--- config.mk ---
export PLATFORM = sky130hd
export DESIGN_NAME = vlan_cmd_engine
export DESIGN_NICKNAME = d
export VERILOG_FILES = /design/src/rtl/vlan_cmd_pkg.sv /design/src/rtl/vlan_low_pick.sv /design/src/rtl/vlan_entry_store.sv /design/src/rtl/vlan_lookup.sv /design/src/rtl/vlan_cmd_seq.sv /design/src/rtl/vlan_cmd_engine.sv
export SDC_FILE = /design/constraint.sdc
export NUM_CORES = 1
export LEC_CHECK = 0
export CAP_MARGIN = 20
export CELL_PAD_IN_SITES_DETAIL_PLACEMENT = 1
export CELL_PAD_IN_SITES_GLOBAL_PLACEMENT = 1
export CORE_MARGIN = 2
export CORE_UTILIZATION = 43
export CTS_CLUSTER_SIZE = 30
export DETAILED_ROUTE_END_ITERATION = 6
export PLACE_DENSITY = 0.77
export SYNTH_ARGS = -nofsm -noshare
export SYNTH_HDL_FRONTEND = slang
export SYNTH_SLANG_ARGS = --single-unit
--- constraint.sdc ---
create_clock -name clk -period 3.1 [get_ports clk]
set_input_delay 0.465 -clock clk [delete_from_list [all_inputs] [get_ports clk]]
set_output_delay 0.465 -clock clk [all_outputs]
set_load 0.01 [all_outputs]
--- src/rtl/vlan_cmd_pkg.sv ---
package vlan_cmd_pkg;
   typedef enum logic [2:0] {
      VOP_NOP    = 3'd0,
      VOP_FLUSH  = 3'd1,
      VOP_LOAD   = 3'd2,
      VOP_PURGE  = 3'd3,
      VOP_RMPORT = 3'd4
   } vlan_op_e;

   localparam int CMD_OP_LSB    = 0;
   localparam int CMD_ACT_BIT   = 3;
   localparam int CMD_FULL_BIT  = 4;
   localparam int CMD_PORT_LSB  = 8;
   localparam int CMD_VID_LSB   = 16;
   localparam int CMD_PRIO_LSB  = 28;
   localparam int CMD_PRIEN_BIT = 31;
   localparam int DAT_VALID_BIT = 11;
endpackage

--- src/rtl/vlan_low_pick.sv ---
module vlan_low_pick #(
   parameter int N     = 16,
   localparam int IW   = (N > 1) ? $clog2(N) : 1
) (
   input  logic [N-1:0]  req,
   output logic [IW-1:0] idx,
   output logic          any
);
   always_comb begin
      idx = '0;
      any = 1'b0;
      for (int i = N - 1; i >= 0; i--) begin
         if (req[i]) begin
            idx = IW'(i);
            any = 1'b1;
         end
      end
   end
endmodule

--- src/rtl/vlan_entry_store.sv ---
module vlan_entry_store
   import vlan_cmd_pkg::*;
#(
   parameter int DEPTH  = 16,
   parameter int VID_W  = 12,
   parameter int PORTS  = 10,
   parameter int PIDX_W = 4,
   localparam int IW    = (DEPTH > 1) ? $clog2(DEPTH) : 1
) (
   input  logic                        clk,
   input  logic                        rst_n,
   input  logic                        exec,
   input  vlan_op_e                    op,
   input  logic [VID_W-1:0]            cmd_vid,
   input  logic [PIDX_W-1:0]           cmd_port,
   input  logic [PORTS-1:0]            wr_mask,
   input  logic                        wr_valid,
   output logic [DEPTH-1:0]            ent_valid,
   output logic [DEPTH-1:0][VID_W-1:0] ent_vid,
   output logic [DEPTH-1:0][PORTS-1:0] ent_mask,
   output logic                        load_blocked
);
   logic [DEPTH-1:0] match;
   logic [IW-1:0]    match_idx, free_idx, tgt_idx;
   logic             any_match, any_free, do_load;
   logic [PORTS-1:0] port_bit;

   always_comb begin
      for (int i = 0; i < DEPTH; i++)
         match[i] = ent_valid[i] && (ent_vid[i] == cmd_vid);
   end

   vlan_low_pick #(.N(DEPTH)) u_match_pick (
      .req (match), .idx (match_idx), .any (any_match));

   vlan_low_pick #(.N(DEPTH)) u_free_pick (
      .req (~ent_valid), .idx (free_idx), .any (any_free));

   assign tgt_idx      = any_match ? match_idx : free_idx;
   assign load_blocked = !any_match && !any_free;
   assign do_load      = exec && (op == VOP_LOAD) && !load_blocked;

   always_comb begin
      port_bit = '0;
      for (int p = 0; p < PORTS; p++)
         if (32'(cmd_port) == p) port_bit[p] = 1'b1;
   end

   for (genvar s = 0; s < DEPTH; s++) begin : g_slot
      always_ff @(posedge clk or negedge rst_n) begin
         if (!rst_n) begin
            ent_valid[s] <= 1'b0;
            ent_vid[s]   <= '0;
            ent_mask[s]  <= '0;
         end else if (exec) begin
            case (op)
               VOP_FLUSH: ent_valid[s] <= 1'b0;
               VOP_LOAD: begin
                  if (do_load && (tgt_idx == IW'(s))) begin
                     ent_vid[s]   <= cmd_vid;
                     ent_mask[s]  <= wr_mask;
                     ent_valid[s] <= wr_valid;
                  end
               end
               VOP_PURGE: begin
                  if (match[s]) ent_valid[s] <= 1'b0;
               end
               VOP_RMPORT: begin
                  if (ent_valid[s]) ent_mask[s] <= ent_mask[s] & ~port_bit;
               end
               default: ;
            endcase
         end
      end
   end

   assert_flush_empty_R10: assert property (@(posedge clk) disable iff (!rst_n)
      (exec && op == VOP_FLUSH) |=> (ent_valid == '0));

   assert_purge_gone_R8: assert property (@(posedge clk) disable iff (!rst_n)
      (exec && op == VOP_PURGE) |=> !any_match);

   assert_load_present_R5: assert property (@(posedge clk) disable iff (!rst_n)
      (do_load && wr_valid) |=> any_match);
endmodule

--- src/rtl/vlan_lookup.sv ---
module vlan_lookup #(
   parameter int DEPTH = 16,
   parameter int VID_W = 12,
   parameter int PORTS = 10
) (
   input  logic                        clk,
   input  logic                        rst_n,
   input  logic [DEPTH-1:0]            ent_valid,
   input  logic [DEPTH-1:0][VID_W-1:0] ent_vid,
   input  logic [DEPTH-1:0][PORTS-1:0] ent_mask,
   input  logic [VID_W-1:0]            q_vid,
   output logic [PORTS-1:0]            q_mask,
   output logic                        q_hit
);
   logic [DEPTH-1:0] q_match;

   always_comb begin
      q_mask = '0;
      for (int i = 0; i < DEPTH; i++) begin
         q_match[i] = ent_valid[i] && (ent_vid[i] == q_vid);
         if (q_match[i]) q_mask = q_mask | ent_mask[i];
      end
   end
   assign q_hit = |q_match;

   assert_unique_vid_R6: assert property (@(posedge clk) disable iff (!rst_n)
      $onehot0(q_match));
endmodule

--- src/rtl/vlan_cmd_seq.sv ---
module vlan_cmd_seq
   import vlan_cmd_pkg::*;
#(
   parameter int DEPTH  = 16,
   parameter int VID_W  = 12,
   parameter int PORTS  = 10,
   parameter int PIDX_W = 4,
   parameter int PRIO_W = 3,
   localparam int CNT_W = (DEPTH > 1) ? $clog2(DEPTH) : 1
) (
   input  logic              clk,
   input  logic              rst_n,
   input  logic              cmd_we,
   input  logic [31:0]       cmd_wdata,
   input  logic              data_we,
   input  logic [31:0]       data_wdata,
   input  logic              load_blocked,
   output vlan_op_e          op,
   output logic [VID_W-1:0]  cmd_vid,
   output logic [PIDX_W-1:0] cmd_port,
   output logic [PORTS-1:0]  wr_mask,
   output logic              wr_valid,
   output logic              exec,
   output logic              busy,
   output logic              full,
   output logic [31:0]       cmd_rdata,
   output logic [31:0]       data_rdata
);
   logic [2:0]        op_q;
   logic [PRIO_W-1:0] prio_q;
   logic              prien_q;
   logic [CNT_W-1:0]  cnt;
   logic              accept, dacc;

   assign accept = cmd_we && !busy;
   assign dacc   = data_we && !busy;
   assign exec   = busy && (cnt == '0);
   assign op     = vlan_op_e'(op_q);

   always_ff @(posedge clk or negedge rst_n) begin
      if (!rst_n) begin
         op_q <= '0; cmd_port <= '0; cmd_vid <= '0;
         prio_q <= '0; prien_q <= 1'b0;
         busy <= 1'b0; cnt <= '0; full <= 1'b0;
      end else if (accept) begin
         op_q     <= cmd_wdata[CMD_OP_LSB +: 3];
         cmd_port <= cmd_wdata[CMD_PORT_LSB +: PIDX_W];
         cmd_vid  <= cmd_wdata[CMD_VID_LSB +: VID_W];
         prio_q   <= cmd_wdata[CMD_PRIO_LSB +: PRIO_W];
         prien_q  <= cmd_wdata[CMD_PRIEN_BIT];
         busy     <= cmd_wdata[CMD_ACT_BIT];
         cnt      <= CNT_W'(DEPTH - 1);
      end else if (busy) begin
         if (exec) begin
            busy <= 1'b0;
            full <= (op == VOP_LOAD) && load_blocked;
         end else begin
            cnt <= cnt - 1'b1;
         end
      end
   end

   always_ff @(posedge clk or negedge rst_n) begin
      if (!rst_n) begin
         wr_mask  <= '0;
         wr_valid <= 1'b0;
      end else if (dacc) begin
         wr_mask  <= data_wdata[PORTS-1:0];
         wr_valid <= data_wdata[DAT_VALID_BIT];
      end
   end

   always_comb begin
      cmd_rdata = '0;
      cmd_rdata[CMD_OP_LSB +: 3]        = op_q;
      cmd_rdata[CMD_ACT_BIT]            = busy;
      cmd_rdata[CMD_FULL_BIT]           = full;
      cmd_rdata[CMD_PORT_LSB +: PIDX_W] = cmd_port;
      cmd_rdata[CMD_VID_LSB +: VID_W]   = cmd_vid;
      cmd_rdata[CMD_PRIO_LSB +: PRIO_W] = prio_q;
      cmd_rdata[CMD_PRIEN_BIT]          = prien_q;
      data_rdata = '0;
      data_rdata[PORTS-1:0]    = wr_mask;
      data_rdata[DAT_VALID_BIT] = wr_valid;
   end

   assert_busy_holds_R3: assert property (@(posedge clk) disable iff (!rst_n)
      (busy && cnt != '0) |=> busy);

   assert_busy_ends_R3: assert property (@(posedge clk) disable iff (!rst_n)
      exec |=> !busy);

   assert_cmd_ignored_R4: assert property (@(posedge clk) disable iff (!rst_n)
      (busy && cmd_we) |=> ($stable(op_q) && $stable(cmd_vid)));

   assert_data_ignored_R4: assert property (@(posedge clk) disable iff (!rst_n)
      (busy && data_we) |=> ($stable(wr_mask) && $stable(wr_valid)));
endmodule

--- src/rtl/vlan_cmd_engine.sv ---
module vlan_cmd_engine
   import vlan_cmd_pkg::*;
#(
   parameter int DEPTH  = 16,
   parameter int VID_W  = 12,
   parameter int PORTS  = 10,
   parameter int PIDX_W = 4,
   parameter int PRIO_W = 3
) (
   input  logic             clk,
   input  logic             rst_n,
   input  logic             cmd_we,
   input  logic [31:0]      cmd_wdata,
   input  logic             data_we,
   input  logic [31:0]      data_wdata,
   output logic [31:0]      cmd_rdata,
   output logic [31:0]      data_rdata,
   input  logic [VID_W-1:0] lk_vid,
   output logic [PORTS-1:0] lk_mask,
   output logic             lk_hit
);
   if (DEPTH < 2 || DEPTH > 256) begin : g_bad_depth
      $error("vlan_cmd_engine: DEPTH out of range");
   end
   if (VID_W > 12 || VID_W < 1) begin : g_bad_vid
      $error("vlan_cmd_engine: VID_W must fit bits 27:16");
   end
   if (PORTS > 10 || PORTS < 1) begin : g_bad_ports
      $error("vlan_cmd_engine: PORTS must fit data bits 9:0");
   end
   if (PIDX_W > 4 || PRIO_W > 3) begin : g_bad_fields
      $error("vlan_cmd_engine: port or priority field too wide");
   end

   vlan_op_e                    op;
   logic [VID_W-1:0]            cmd_vid;
   logic [PIDX_W-1:0]           cmd_port;
   logic [PORTS-1:0]            wr_mask;
   logic                        wr_valid, exec, busy, full, load_blocked;
   logic [DEPTH-1:0]            ent_valid;
   logic [DEPTH-1:0][VID_W-1:0] ent_vid;
   logic [DEPTH-1:0][PORTS-1:0] ent_mask;

   vlan_cmd_seq #(.DEPTH(DEPTH), .VID_W(VID_W), .PORTS(PORTS),
                  .PIDX_W(PIDX_W), .PRIO_W(PRIO_W)) u_seq (
      .clk, .rst_n, .cmd_we, .cmd_wdata, .data_we, .data_wdata,
      .load_blocked, .op, .cmd_vid, .cmd_port, .wr_mask, .wr_valid,
      .exec, .busy, .full, .cmd_rdata, .data_rdata);

   vlan_entry_store #(.DEPTH(DEPTH), .VID_W(VID_W), .PORTS(PORTS),
                      .PIDX_W(PIDX_W)) u_store (
      .clk, .rst_n, .exec, .op, .cmd_vid, .cmd_port, .wr_mask, .wr_valid,
      .ent_valid, .ent_vid, .ent_mask, .load_blocked);

   vlan_lookup #(.DEPTH(DEPTH), .VID_W(VID_W), .PORTS(PORTS)) u_lookup (
      .clk, .rst_n, .ent_valid, .ent_vid, .ent_mask,
      .q_vid (lk_vid), .q_mask (lk_mask), .q_hit (lk_hit));

   assert_full_means_packed_R7: assert property (@(posedge clk) disable iff (!rst_n)
      $rose(full) |-> ($countones(ent_valid) == DEPTH));

   assert_full_keeps_table_R7: assert property (@(posedge clk) disable iff (!rst_n)
      (exec && op == VOP_LOAD && load_blocked) |=> $stable(ent_valid));
endmodule

==> implementation parameters, run 1 <==
Parameter                              Value

Logic synthesis
  Area leader, netlist ... sky130_fd_sc_hd__dfrtp_1
  List of most frequent post-synthesis cells ... sky130_fd_sc_hd__dfrtp_1 (408), sky130_fd_sc_hd__xnor2_1 (306), sky130_fd_sc_hd__o21ai_0 (199), sky130_fd_sc_hd__mux2_2 (150), sky130_fd_sc_hd__nand2_1 (104)
  Cells taking the most area after synthesis ... sky130_fd_sc_hd__dfrtp_1 (44%), sky130_fd_sc_hd__xnor2_1 (12%), sky130_fd_sc_hd__mux2_2 (7.3%)
  Post-synth EDFFs ... 0
  Most instantiated library cell after synthesis ... sky130_fd_sc_hd__dfrtp_1
  Post-synth top area share ... 0.439
  Mean area per synthesized cell ... 10.8 um2
  Gate count after technology mapping ... 2163
  Count of yosys warnings during synthesis ... 0
  Sequential fraction of the synthesis area ... 0.439
  Share of flip-flops with an asynchronous set or reset after synthesis ... 1.00
  Leading register cell type out of synthesis ... sky130_fd_sc_hd__dfrtp_1
  Register bit count reported by yosys ... 408
  Synthesized area ... 23300 um2
  Number of distinct library cells after synthesis ... 76

Status
  Exit stage ... global routing
  Error that ended the run ... [ERROR GRT-0232] Routing congestion too high. Check the congestion heatmap in the GUI.
  Outcome ... stopped before the end

Floorplanning
  IO Pins ... 155
  Horizontal die dimension ... 237 um
  Starting density of the core ... 0.434
  Rows ... 85
  Floorplan die height ... 237 um

Placement
  PortBufs ... 97
  Half-perimeter wire length after detailed placement ... 73000 um
  Cell count after placement ... 3300
  Gp weighted congestion ... 0.963

CTS
  Root Buffer ... sky130_fd_sc_hd__clkbuf_16
  Inserted Clock Buffers ... 48
  TritonCTS Sinks ... 408
  Longest Clk Path Bufs ... 3
  H-tree level count ... 2

Global route
  Largest net degree at the start of global routing ... 77
  Combined global-route utilization of all metal layers ... 0.666
  Total congestion overflow ... 71

STA
  Kind of endpoint with the least setup slack ... register input
  Worst EP post-GRT repair ... u_store.ent_vid[95]$_DFFE_PN0P_/D
-- layer usage --
metal  GRT overflow  GRT usage
met1              1      0.669
met3              1      0.485
met5              0      0.132
met4             34      0.686
met2             35      0.848
-- through the flow --
step                      cell area [um2]  setup TNS (ns)   util  worst slack (ns)  hold WS, ns
after CTS                           33400         -198.11  0.623            -0.615        0.415
after detailed placement            29000         -241.00  0.542            -0.945        0.478
after global placement              29000         -188.48  0.542            -0.889        0.469
after floorplan                     23900          -29.15      -            -0.279        0.169
-- kinds of logic after synthesis --
group,after synthesis,share of synthesized area
compound gates,532,0.151
flops,408,0.439
simple gates,395,0.0976
xor+xnor,380,0.143
buf+inv,234,0.0610
mux,211,0.107
fa+ha+maj,2,0.00108
other cells,1,0.000161
-- what timing repair did --
| action | 4_1_cts |
|---|---|
| resized for setup | 403 |
| setup buffers | 123 |
| pin swaps | 86 |
| gates cloned | 10 |
| hold endpoints to repair | 68 |
| setup endpoints to repair | 379 |
| hold buffers | 1 |
==> inputs of run 2 (changes only) <==
--- a/config.mk
+++ b/config.mk
@@ -6,13 +6,10 @@
 export NUM_CORES = 1
 export LEC_CHECK = 0
 export CAP_MARGIN = 20
-export CELL_PAD_IN_SITES_DETAIL_PLACEMENT = 1
-export CELL_PAD_IN_SITES_GLOBAL_PLACEMENT = 1
 export CORE_MARGIN = 2
-export CORE_UTILIZATION = 43
-export CTS_CLUSTER_SIZE = 30
+export CORE_UTILIZATION = 40
 export DETAILED_ROUTE_END_ITERATION = 6
-export PLACE_DENSITY = 0.77
+export PLACE_DENSITY_LB_ADDON = 0.15
 export SYNTH_ARGS = -nofsm -noshare
 export SYNTH_HDL_FRONTEND = slang
 export SYNTH_SLANG_ARGS = --single-unit
==> constraint.sdc (replaced) <==
create_clock -name clk -period 4 [get_ports clk]
set_input_delay 0.6 -clock clk [delete_from_list [all_inputs] [get_ports clk]]
set_output_delay 0.6 -clock clk [all_outputs]
set_load 0.01 [all_outputs]
==> run 2 against run 1 <==
  * The flow now finishes without violations
  * Area after synthesis did not move
  * Synthesized cell count stayed put
==> implementation parameters, run 2 <==
Parameter                              Value

Final layout
  Most frequent cells in the layout ... sky130_fd_sc_hd__dfrtp_1 (399), sky130_fd_sc_hd__xnor2_1 (305), sky130_fd_sc_hd__o21ai_0 (198)
  N_diodes ... 0
  Most common cell after layout, fill and taps aside ... sky130_fd_sc_hd__dfrtp_1
  Share of cells above drive strength 1 ... 0.239
  Final Net Count ... 2469
  Non-filler instance count after layout ... 3183
  Largest regs ... u_store.ent_vid x192, u_store.ent_mask x160, u_store.ent_valid x16
  Max reg flops ... 192
  Area added between synthesis and finish ... 22.3%
  Top reg by flops ... u_store.ent_vid

Global route
  Vias in the first global route ... 19000
  Largest net degree at the start of global routing ... 96
  Antenna violations before repair ... 0
  Combined global-route utilization of all metal layers ... 0.273
  Total congestion overflow ... 0
  Wire length of the first global-routing pass ... 123000 um

Logic synthesis
  Post-synth top area share ... 0.439 (unchanged)
  Mean area per synthesized cell ... 10.8 um2 (unchanged)
  Number of distinct library cells after synthesis ... 76 (unchanged)
  Most instantiated library cell after synthesis ... sky130_fd_sc_hd__dfrtp_1
  Gate count after technology mapping ... 2163 (unchanged)
  Sequential fraction of the synthesis area ... 0.439 (unchanged)
  Count of yosys warnings during synthesis ... 0 (unchanged)
  Synthesized area ... 23300 um2 (unchanged)
  Leading register cell type out of synthesis ... sky130_fd_sc_hd__dfrtp_1
  Share of flip-flops with an asynchronous set or reset after synthesis ... 1.00 (unchanged)
  Post-synth EDFFs ... 0 (unchanged)
  Area leader, netlist ... sky130_fd_sc_hd__dfrtp_1
  Cells taking the most area after synthesis ... sky130_fd_sc_hd__dfrtp_1 (44%), sky130_fd_sc_hd__xnor2_1 (12%), sky130_fd_sc_hd__mux2_2 (7.3%)
  Register bit count reported by yosys ... 408 (unchanged)
  List of most frequent post-synthesis cells ... sky130_fd_sc_hd__dfrtp_1 (408), sky130_fd_sc_hd__xnor2_1 (306), sky130_fd_sc_hd__o21ai_0 (199), sky130_fd_sc_hd__mux2_2 (150), sky130_fd_sc_hd__nand2_1 (104)

STA
  Accumulated negative setup slack ... 0 ns
  Worst slack on hold paths ... 0.0490 ns
  Worst Max-Slew Pin Slew ... 1.21 ns
  Relative slew slack ... 0.187
  Hold violation count in the final report ... 0
  Total setup violations reported at the end of the flow ... 0
  Clock tree skew after final layout ... 0.0160 ns
  Highest Clock Rate ... 0.252 GHz
  Worst Slack Setup Final ... 0.0257 ns
  Tcrit/Tclk final ... 0.994
  Post-layout minimum cycle time ... 3.97 ns
  Max-slew violations ... 0

CTS
  H-tree level count ... 2 (unchanged)
  TritonCTS Sinks ... 408 (unchanged)
  Source-to-sink clock delay at the later pin of the worst-skew pair ... 0.59 ns
  Clock tree from TritonCTS ... done
  Root Buffer ... sky130_fd_sc_hd__clkbuf_16
  Clk pin slew, worst setup/hold paths ... 0.05 ns
  Longest Clk Path Bufs ... 3 (unchanged)
  Inserted Clock Buffers ... 48 (unchanged)

Power
  Static power due to leakage ... 11.8 nW
  Total power ... 14.7 mW
  Worst-case vdd ir drop ... 367 uV
  Total power per unit cell area ... 516 nW/um2

Critical path
  Highest net fanout along the worst path ... 9
  Capturing element type of the critical path ... output port
  Highest-delay cell along the critical path ... sky130_fd_sc_hd__clkdlybuf4s50_1
  Required time worst endpoint ... 3.40 ns
  Biggest cell delay along the critical path ... 0.50 ns
  Reg2Reg Setup Slack ... 0.14 ns
  Arrival time of the worst setup path ... 3.37 ns
  Path type of the worst setup path ... in2out
  Crit-path cells ... clkdlybuf4s50_1, buf_6, buf_8, xnor2_1, nand4_1, nor4_4, buf_4, buf_4, a22o_1, a221oi_1, nand4_1, dlygate4sd2_1
  Type of element launching the critical path ... input pin

Route
  Number of vias per cell ... 5.86
  Antenna Violating Nets Remaining ... 0
  Average wire length per cell after detail routing ... 25.7 um
  Number of vias after detailed routing ... 18600
  DRC violation count after routing ... 0
  Wirelength, routed ... 81900 um
  First-iteration detailed-routing DRC count ... 1408
  Number of iterations in the first detailed-routing pass ... 7

Status
  Outcome ... completed

Placement
  Half-perimeter wire length after detailed placement ... 58600 um (-20%)
  Gp weighted congestion ... 0.934 (-3.1%)
  Worst setup timing slack at the placement stage ... -0.213 ns (+0.732 ns)
  PortBufs ... 97 (unchanged)
  Cell count after placement ... 3083 (-6.6%)

Floorplanning
  Placeable Area ... 57600 um2
  Rows ... 88 (+3.5%)
  Floorplan die height ... 245 um (+3.6%)
  IO Pins ... 155 (unchanged)
  Die area ... 60100 um2
  Starting density of the core ... 0.404 (-0.0300)
  Horizontal die dimension ... 245 um (+3.6%)

Min path
  Worst hold path class ... in2async

Flow run
  Number of maximum-capacitance constraint violations ... 0
[run 2: cell counts after synthesis]
Identical to the previous run, type by type.
[run 2: power breakdown]
group	switching, mW	internal (mW)	total (mW)	leakage (nW)
clock network	1.80	2.57	4.37	0.762
registers	0.628	4.55	5.18	5.55
logic	2.95	2.19	5.13	5.49
[run 2: what timing repair did]
action / in CTS / in global routing
pin swaps: 5 / 2
hold buffers: 0 / 0
cloned: 3 / 0
gates resized for setup: 37 / 7
endpoints found under the setup margin: 21 / 39
hold endpoints to repair: 0 / 0
setup buffers: 9 / 7
[run 2: critical path, delay by kind of cell]
family	cells	cell delay, ns
AOI/OAI and AO/OA	2	0.53
xor gates and xnor gates	1	0.09
buffers and inverters	6	1.59
and+or+nand+nor	3	0.52
[run 2: cell families (layout without fill, tap and decap cells)]
| group | Yosys count | in the layout | synth area share |
|---|---|---|---|
| AO/OA/AOI/OAI | 532 | 532 | 0.151 |
| XOR/XNOR | 380 | 380 | 0.143 |
| adder cells (fa/ha/maj) | 2 | 2 | 0.00108 |
| buffers and inverters | 234 | 462 | 0.0610 |
| flip-flops | 408 | 408 | 0.439 |
| multiplexers | 211 | 211 | 0.107 |
| other | 1 | 28 | 0.000161 |
| AND/OR/NAND/NOR | 395 | 395 | 0.0976 |
[run 2: layout make-up]
| class | count | area [um2] |
|---|---|---|
| fillers | 5287 | 29100 |
| clock inverters | 13 | 120 |
| well taps | 765 | 957 |
| flip-flops and latches | 408 | 10200 |
| repair buffers | 345 | 3600 |
| clock buffers | 68 | 1420 |
| multi-input cells | 1548 | 12000 |
| inverters | 36 | 135 |
[run 2: per-layer routing]
metal  vias to the layer above  global-route usage  share of wire
met5                         -                   0              0
met1                      9499               0.352           0.41
met2                       683               0.450           0.48
met3                       231              0.0360          0.053
li1                       8229                   -              -
met4                         0               0.141          0.054
[run 2: path summary, 6_finish.rpt]
| check | end | depth (start not counted) | start |
|---|---|---|---|
| max in group asynchronous | u_seq.cnt[2] | 2 | rst_n |
| min in group clk | u_store.ent_mask[97] | 1 | u_store.ent_mask[97] |
| hold reg to reg | u_store.ent_mask[97] | 1 | u_store.ent_mask[97] |
| setup / recovery | lk_mask[9] | 12 | lk_vid[8] |
| setup reg to reg | u_store.ent_mask[9] | 13 | u_seq.cmd_vid[9] |
| hold / removal | u_seq.wr_mask[3] | 1 | rst_n |
[run 2: through the flow]
step	utilization	area (um2)
6_report	0.494	28400
4_1_cts	0.492	28400
3_3_place_gp	0.462	26600
3_5_place_dp	0.462	26600
2_1_floorplan	-	23400
5_1_grt	0.494	28400
No activity file was read; power rests on OpenSTA's default activity.
==> inputs of run 3 (changes only) <==
--- a/config.mk
+++ b/config.mk
@@ -5,9 +5,13 @@
 export SDC_FILE = /design/constraint.sdc
 export NUM_CORES = 1
 export LEC_CHECK = 0
+export ABC_AREA = 1
 export CAP_MARGIN = 20
+export CELL_PAD_IN_SITES_DETAIL_PLACEMENT = 0
+export CELL_PAD_IN_SITES_GLOBAL_PLACEMENT = 2
 export CORE_MARGIN = 2
-export CORE_UTILIZATION = 40
+export CORE_UTILIZATION = 36
+export CTS_BUF_LIST = sky130_fd_sc_hd__clkbuf_16
 export DETAILED_ROUTE_END_ITERATION = 6
 export PLACE_DENSITY_LB_ADDON = 0.15
 export SYNTH_ARGS = -nofsm -noshare
==> run 3 against run 2 <==
  * The run now ends with hold timing left
  * Area after synthesis grew 2.7%
  * Sequential power grew 13%
  * Cell count grew 32%
  * Sequential cell count is the same
  * Via count grew 29%
  * Worst setup slack gained 0.046 ns
  * Non-clock buffer count shrank 6
  * Combinational power grew 39%
  * Routed wire length grew 29%
  * Hold slack lost 0.086 ns
  * Final area grew 2.7%
  * Clock skew grew 0.0036 ns
  * Critical path type unchanged
  * Highest routed layer is now met5
==> implementation parameters, run 3 <==
Parameter                              Value

Final layout
  Top reg by flops ... u_store.ent_vid
  FILL cells ... 6559 (+24%)
  Share of cells above drive strength 1 ... 0.121 (-0.118)
  Area added between synthesis and finish ... 22.3% (about the same)
  Footprint of the multi-input gates ... 11900 um2 (-0.90%)
  N_diodes ... 0 (unchanged)
  Final Net Count ... 3381 (+37%)
  Finished Core Util ... 0.444 (-0.0498)
  Combined flip-flop and latch cell area ... 10200 um2 (-0.12%)
  Largest regs ... u_store.ent_vid x192, u_store.ent_mask x160, u_store.ent_valid x16
  Max reg flops ... 192 (unchanged)
  Summed area of non-filler cells in the final layout ... 29200 um2 (+2.7%)
  Most frequent cells in the layout ... sky130_fd_sc_hd__nand2_1 (770), sky130_fd_sc_hd__dfrtp_1 (407), sky130_fd_sc_hd__o21ai_0 (268)
  Most common cell after layout, fill and taps aside ... sky130_fd_sc_hd__nand2_1

Placement
  Post-detailed-placement cell area ... 27300 um2 (+2.7%)
  Half-perimeter wire length after detailed placement ... 72700 um (+24%)
  Gp weighted congestion ... 0.932 (-0.22%)
  PortBufs ... 97 (unchanged)

Logic synthesis
  Post-synth EDFFs ... 0 (unchanged)
  Sequential fraction of the synthesis area ... 0.428 (-0.0115)
  Gate count after technology mapping ... 3136 (+45%)
  Area leader, netlist ... sky130_fd_sc_hd__dfrtp_1
  Synthesized area ... 23900 um2 (+2.7%)
  Post-synth top area share ... 0.428 (-0.0115)
  Register bit count reported by yosys ... 408 (unchanged)
  Leading register cell type out of synthesis ... sky130_fd_sc_hd__dfrtp_1
  List of most frequent post-synthesis cells ... sky130_fd_sc_hd__nand2_1 (770), sky130_fd_sc_hd__dfrtp_1 (408), sky130_fd_sc_hd__o21ai_0 (268), sky130_fd_sc_hd__inv_1 (227), sky130_fd_sc_hd__nand3_1 (183)
  Most instantiated library cell after synthesis ... sky130_fd_sc_hd__nand2_1
  Number of distinct library cells after synthesis ... 53 (-30%)
  Count of yosys warnings during synthesis ... 0 (unchanged)
  Cells taking the most area after synthesis ... sky130_fd_sc_hd__dfrtp_1 (43%), sky130_fd_sc_hd__nand2_1 (12%), sky130_fd_sc_hd__o21ai_0 (5.6%)
  Share of flip-flops with an asynchronous set or reset after synthesis ... 1.00 (unchanged)
  Mean area per synthesized cell ... 7.61 um2 (-29%)

STA
  Relative slew slack ... 0.316 (+0.129)
  Worst Max-Slew Pin Slew ... 1.02 ns (-0.195 ns)
  Total setup violations reported at the end of the flow ... 0 (unchanged)
  Clock tree skew after final layout ... 0.0196 ns (+0.00359 ns)
  Tcrit/Tclk final ... 0.982 (-0.0116)
  Highest Clock Rate ... 0.255 GHz (+1.2%)
  Hold violation count in the final report ... 7 (+7)
  Unrepaired setup endpoints after global routing ... yes
  Max-slew violations ... 0 (unchanged)
  Post-layout minimum cycle time ... 3.93 ns (-0.0463 ns)
  Worst slack on hold paths ... -0.0368 ns (-0.0859 ns)

Critical path
  Most common cell on crit path ... sky130_fd_sc_hd__buf_4
  Biggest cell delay along the critical path ... 0.53 ns (+0.03 ns)
  Cell type group with the largest total delay on the critical path ... buffers and inverters
  Highest-delay cell along the critical path ... sky130_fd_sc_hd__or4_4
  Capturing element type of the critical path ... output port
  Arrival time of the worst setup path ... 3.33 ns (-0.04 ns)
  Type of element launching the critical path ... input pin
  Path type of the worst setup path ... in2out
  Crit-path cells ... clkdlybuf4s50_1, buf_4, inv_2, buf_6, o22ai_1, or4_4, a211oi_2, clkbuf_16, buf_4, buf_4, buf_4, nand3_1, nand4_1, nor2_1, nand2_1, dlygate4sd2_1
  Highest net fanout along the worst path ... 5 (-4)
  Required time worst endpoint ... 3.40 ns (about the same)
  Buffers & Inverters on Critical Path ... 9 (+3)

Route
  Number of vias per cell ... 5.73 (-2.2%)
  Number of vias after detailed routing ... 24000 (+29%)
  Number of iterations in the first detailed-routing pass ... 6 (-1)
  Antenna Violating Nets Remaining ... 0 (unchanged)
  DRC violation count after routing ... 0 (unchanged)
  First-iteration detailed-routing DRC count ... 2558 (+82%)
  Average wire length per cell after detail routing ... 25.2 um (-2.0%)
  Wirelength, routed ... 106000 um (+29%)

Floorplanning
  IO Pins ... 155 (unchanged)
  Horizontal die dimension ... 262 um (+6.7%)
  Rows ... 94 (+6.8%)
  Floorplan die height ... 262 um (+6.7%)
  Die area ... 68400 um2 (+14%)
  Placeable Area ... 65700 um2 (+14%)
  Starting density of the core ... 0.363 (-0.0406)

CTS
  Clock tree from TritonCTS ... done
  TritonCTS Sinks ... 408 (unchanged)
  Clk pin slew, worst setup/hold paths ... 0.06 ns (about the same)
  Inserted Clock Buffers ... 52 (+8.3%)
  Root Buffer ... sky130_fd_sc_hd__clkbuf_16
  H-tree level count ... 2 (unchanged)
  Longest Clk Path Bufs ... 3 (unchanged)
  Source-to-sink clock delay at the later pin of the worst-skew pair ... 0.62 ns (+0.03 ns)

Global route
  Total congestion overflow ... 0 (unchanged)
  Vias in the first global route ... 22600 (+19%)
  Antenna violations before repair ... 2 (+2)
  Combined global-route utilization of all metal layers ... 0.309 (+0.0355)
  Wire length of the first global-routing pass ... 156000 um (+26%)
  Largest net degree at the start of global routing ... 178 (+85%)

Status
  Failing checks ... hold timing
  Outcome ... finished, violations left

Flow run
  Number of maximum-capacitance constraint violations ... 0 (unchanged)

Power
  Total power per unit cell area ... 598 nW/um2 (+16%)
  Worst-case vdd ir drop ... 459 uV (+25%)
  Static power due to leakage ... 12.7 nW (+7.2%)

Min path
  Worst hold path class ... in2async
-- run 3: cell types whose count changed after synthesis, sizes merged, moves of 41 or more --
cell	delta
a22o	-42
a31oi	+151
clkbuf	+74
inv	+204
mux2	-200
nand2	+668
nand3	+144
nor2	+117
o21ai	+209
o22ai	+41
o2bb2ai	-52
xnor2	-239
-- run 3: timing repair --
| item | CTS | global route |
|---|---|---|
| hold buffers | 0 | 0 |
| gates resized for setup | 18 | 33 |
| pin swaps | 2 | 7 |
| cloned | 1 | 0 |
| endpoints found under the setup margin | 11 | 162 |
| buffers inserted | 6 | 19 |
-- run 3: routing by layer --
layer	vias to the layer above	wire, um	global-route usage
li1	11000	-	-
met1	11800	47700	0.445
met2	1075	47100	0.475
met3	208	7680	0.0471
met4	2	3470	0.100
met5	-	13	0
-- run 3: worst register-to-register path: cells and delay by family (launching register included) --
kind | cells | cell delay (ns)
compound gates | 2 | 0.25
buf+inv | 4 | 0.68
flops | 1 | 0.46
simple gates | 13 | 2.26
-- run 3: area by class of cell --
cell class,count,share of cell area
inverters,242,0.0313
flip-flops and latches,408,0.350
multi-input cells,2256,0.407
repair buffers,339,0.122
well taps,864,0.0370
clock buffers,54,0.0463
clock inverters,37,0.00745
-- run 3: worst paths after layout --
kind | cells past startpoint | to | slack (ns) | startpoint
min in group clk | 2 | u_seq.prio_q[2] | 0.48 | u_seq.prio_q[2]
max in group asynchronous | 2 | u_seq.prien_q | 2.88 | rst_n
min | 1 | u_seq.cmd_vid[2] | -0.04 | rst_n
max | 16 | lk_mask[0] | 0.07 | lk_vid[6]
min reg2reg | 2 | u_seq.prio_q[2] | 0.48 | u_seq.prio_q[2]
max reg2reg | 19 | u_store.ent_mask[49] | 0.26 | u_seq.cmd_vid[11]
-- run 3: logic make-up (layout without fill, tap and decap cells) --
group,count (synthesis),count (layout),share of synthesized area
xor+xnor,140,140,0.0514
mux,11,11,0.00519
compound gates,803,803,0.193
buf+inv,499,672,0.0895
fa+ha+maj,2,2,0.00105
other cells,1,28,0.000157
flops,408,408,0.428
simple gates,1272,1272,0.232
-- run 3: power breakdown --
part | internal, mW | switching [mW]
Clock | 2.54 | 1.93
Sequential | 5.01 | 0.826
Combinational | 2.39 | 4.76
Total | 9.94 | 7.52
-- run 3: through the flow --
stage / total power [mW] / hold WS [ns] / worst slack [ns] / std cells / TNS [ns]
detailed placement: 12.9 / 0.473 / -0.234 / 4083 / -1.90
global route: 18.4 / 0.0277 / 0.000569 / 4200 / 0
finish: 17.5 / -0.0368 / 0.0719 / 4200 / 0
CTS: 17.4 / 0.0182 / -0.0511 / 4181 / -0.0511
global placement: 12.8 / 0.464 / -0.244 / 4083 / -2.00
floorplan: 9.81 / 0.304 / 0.919 / 3163 / 0
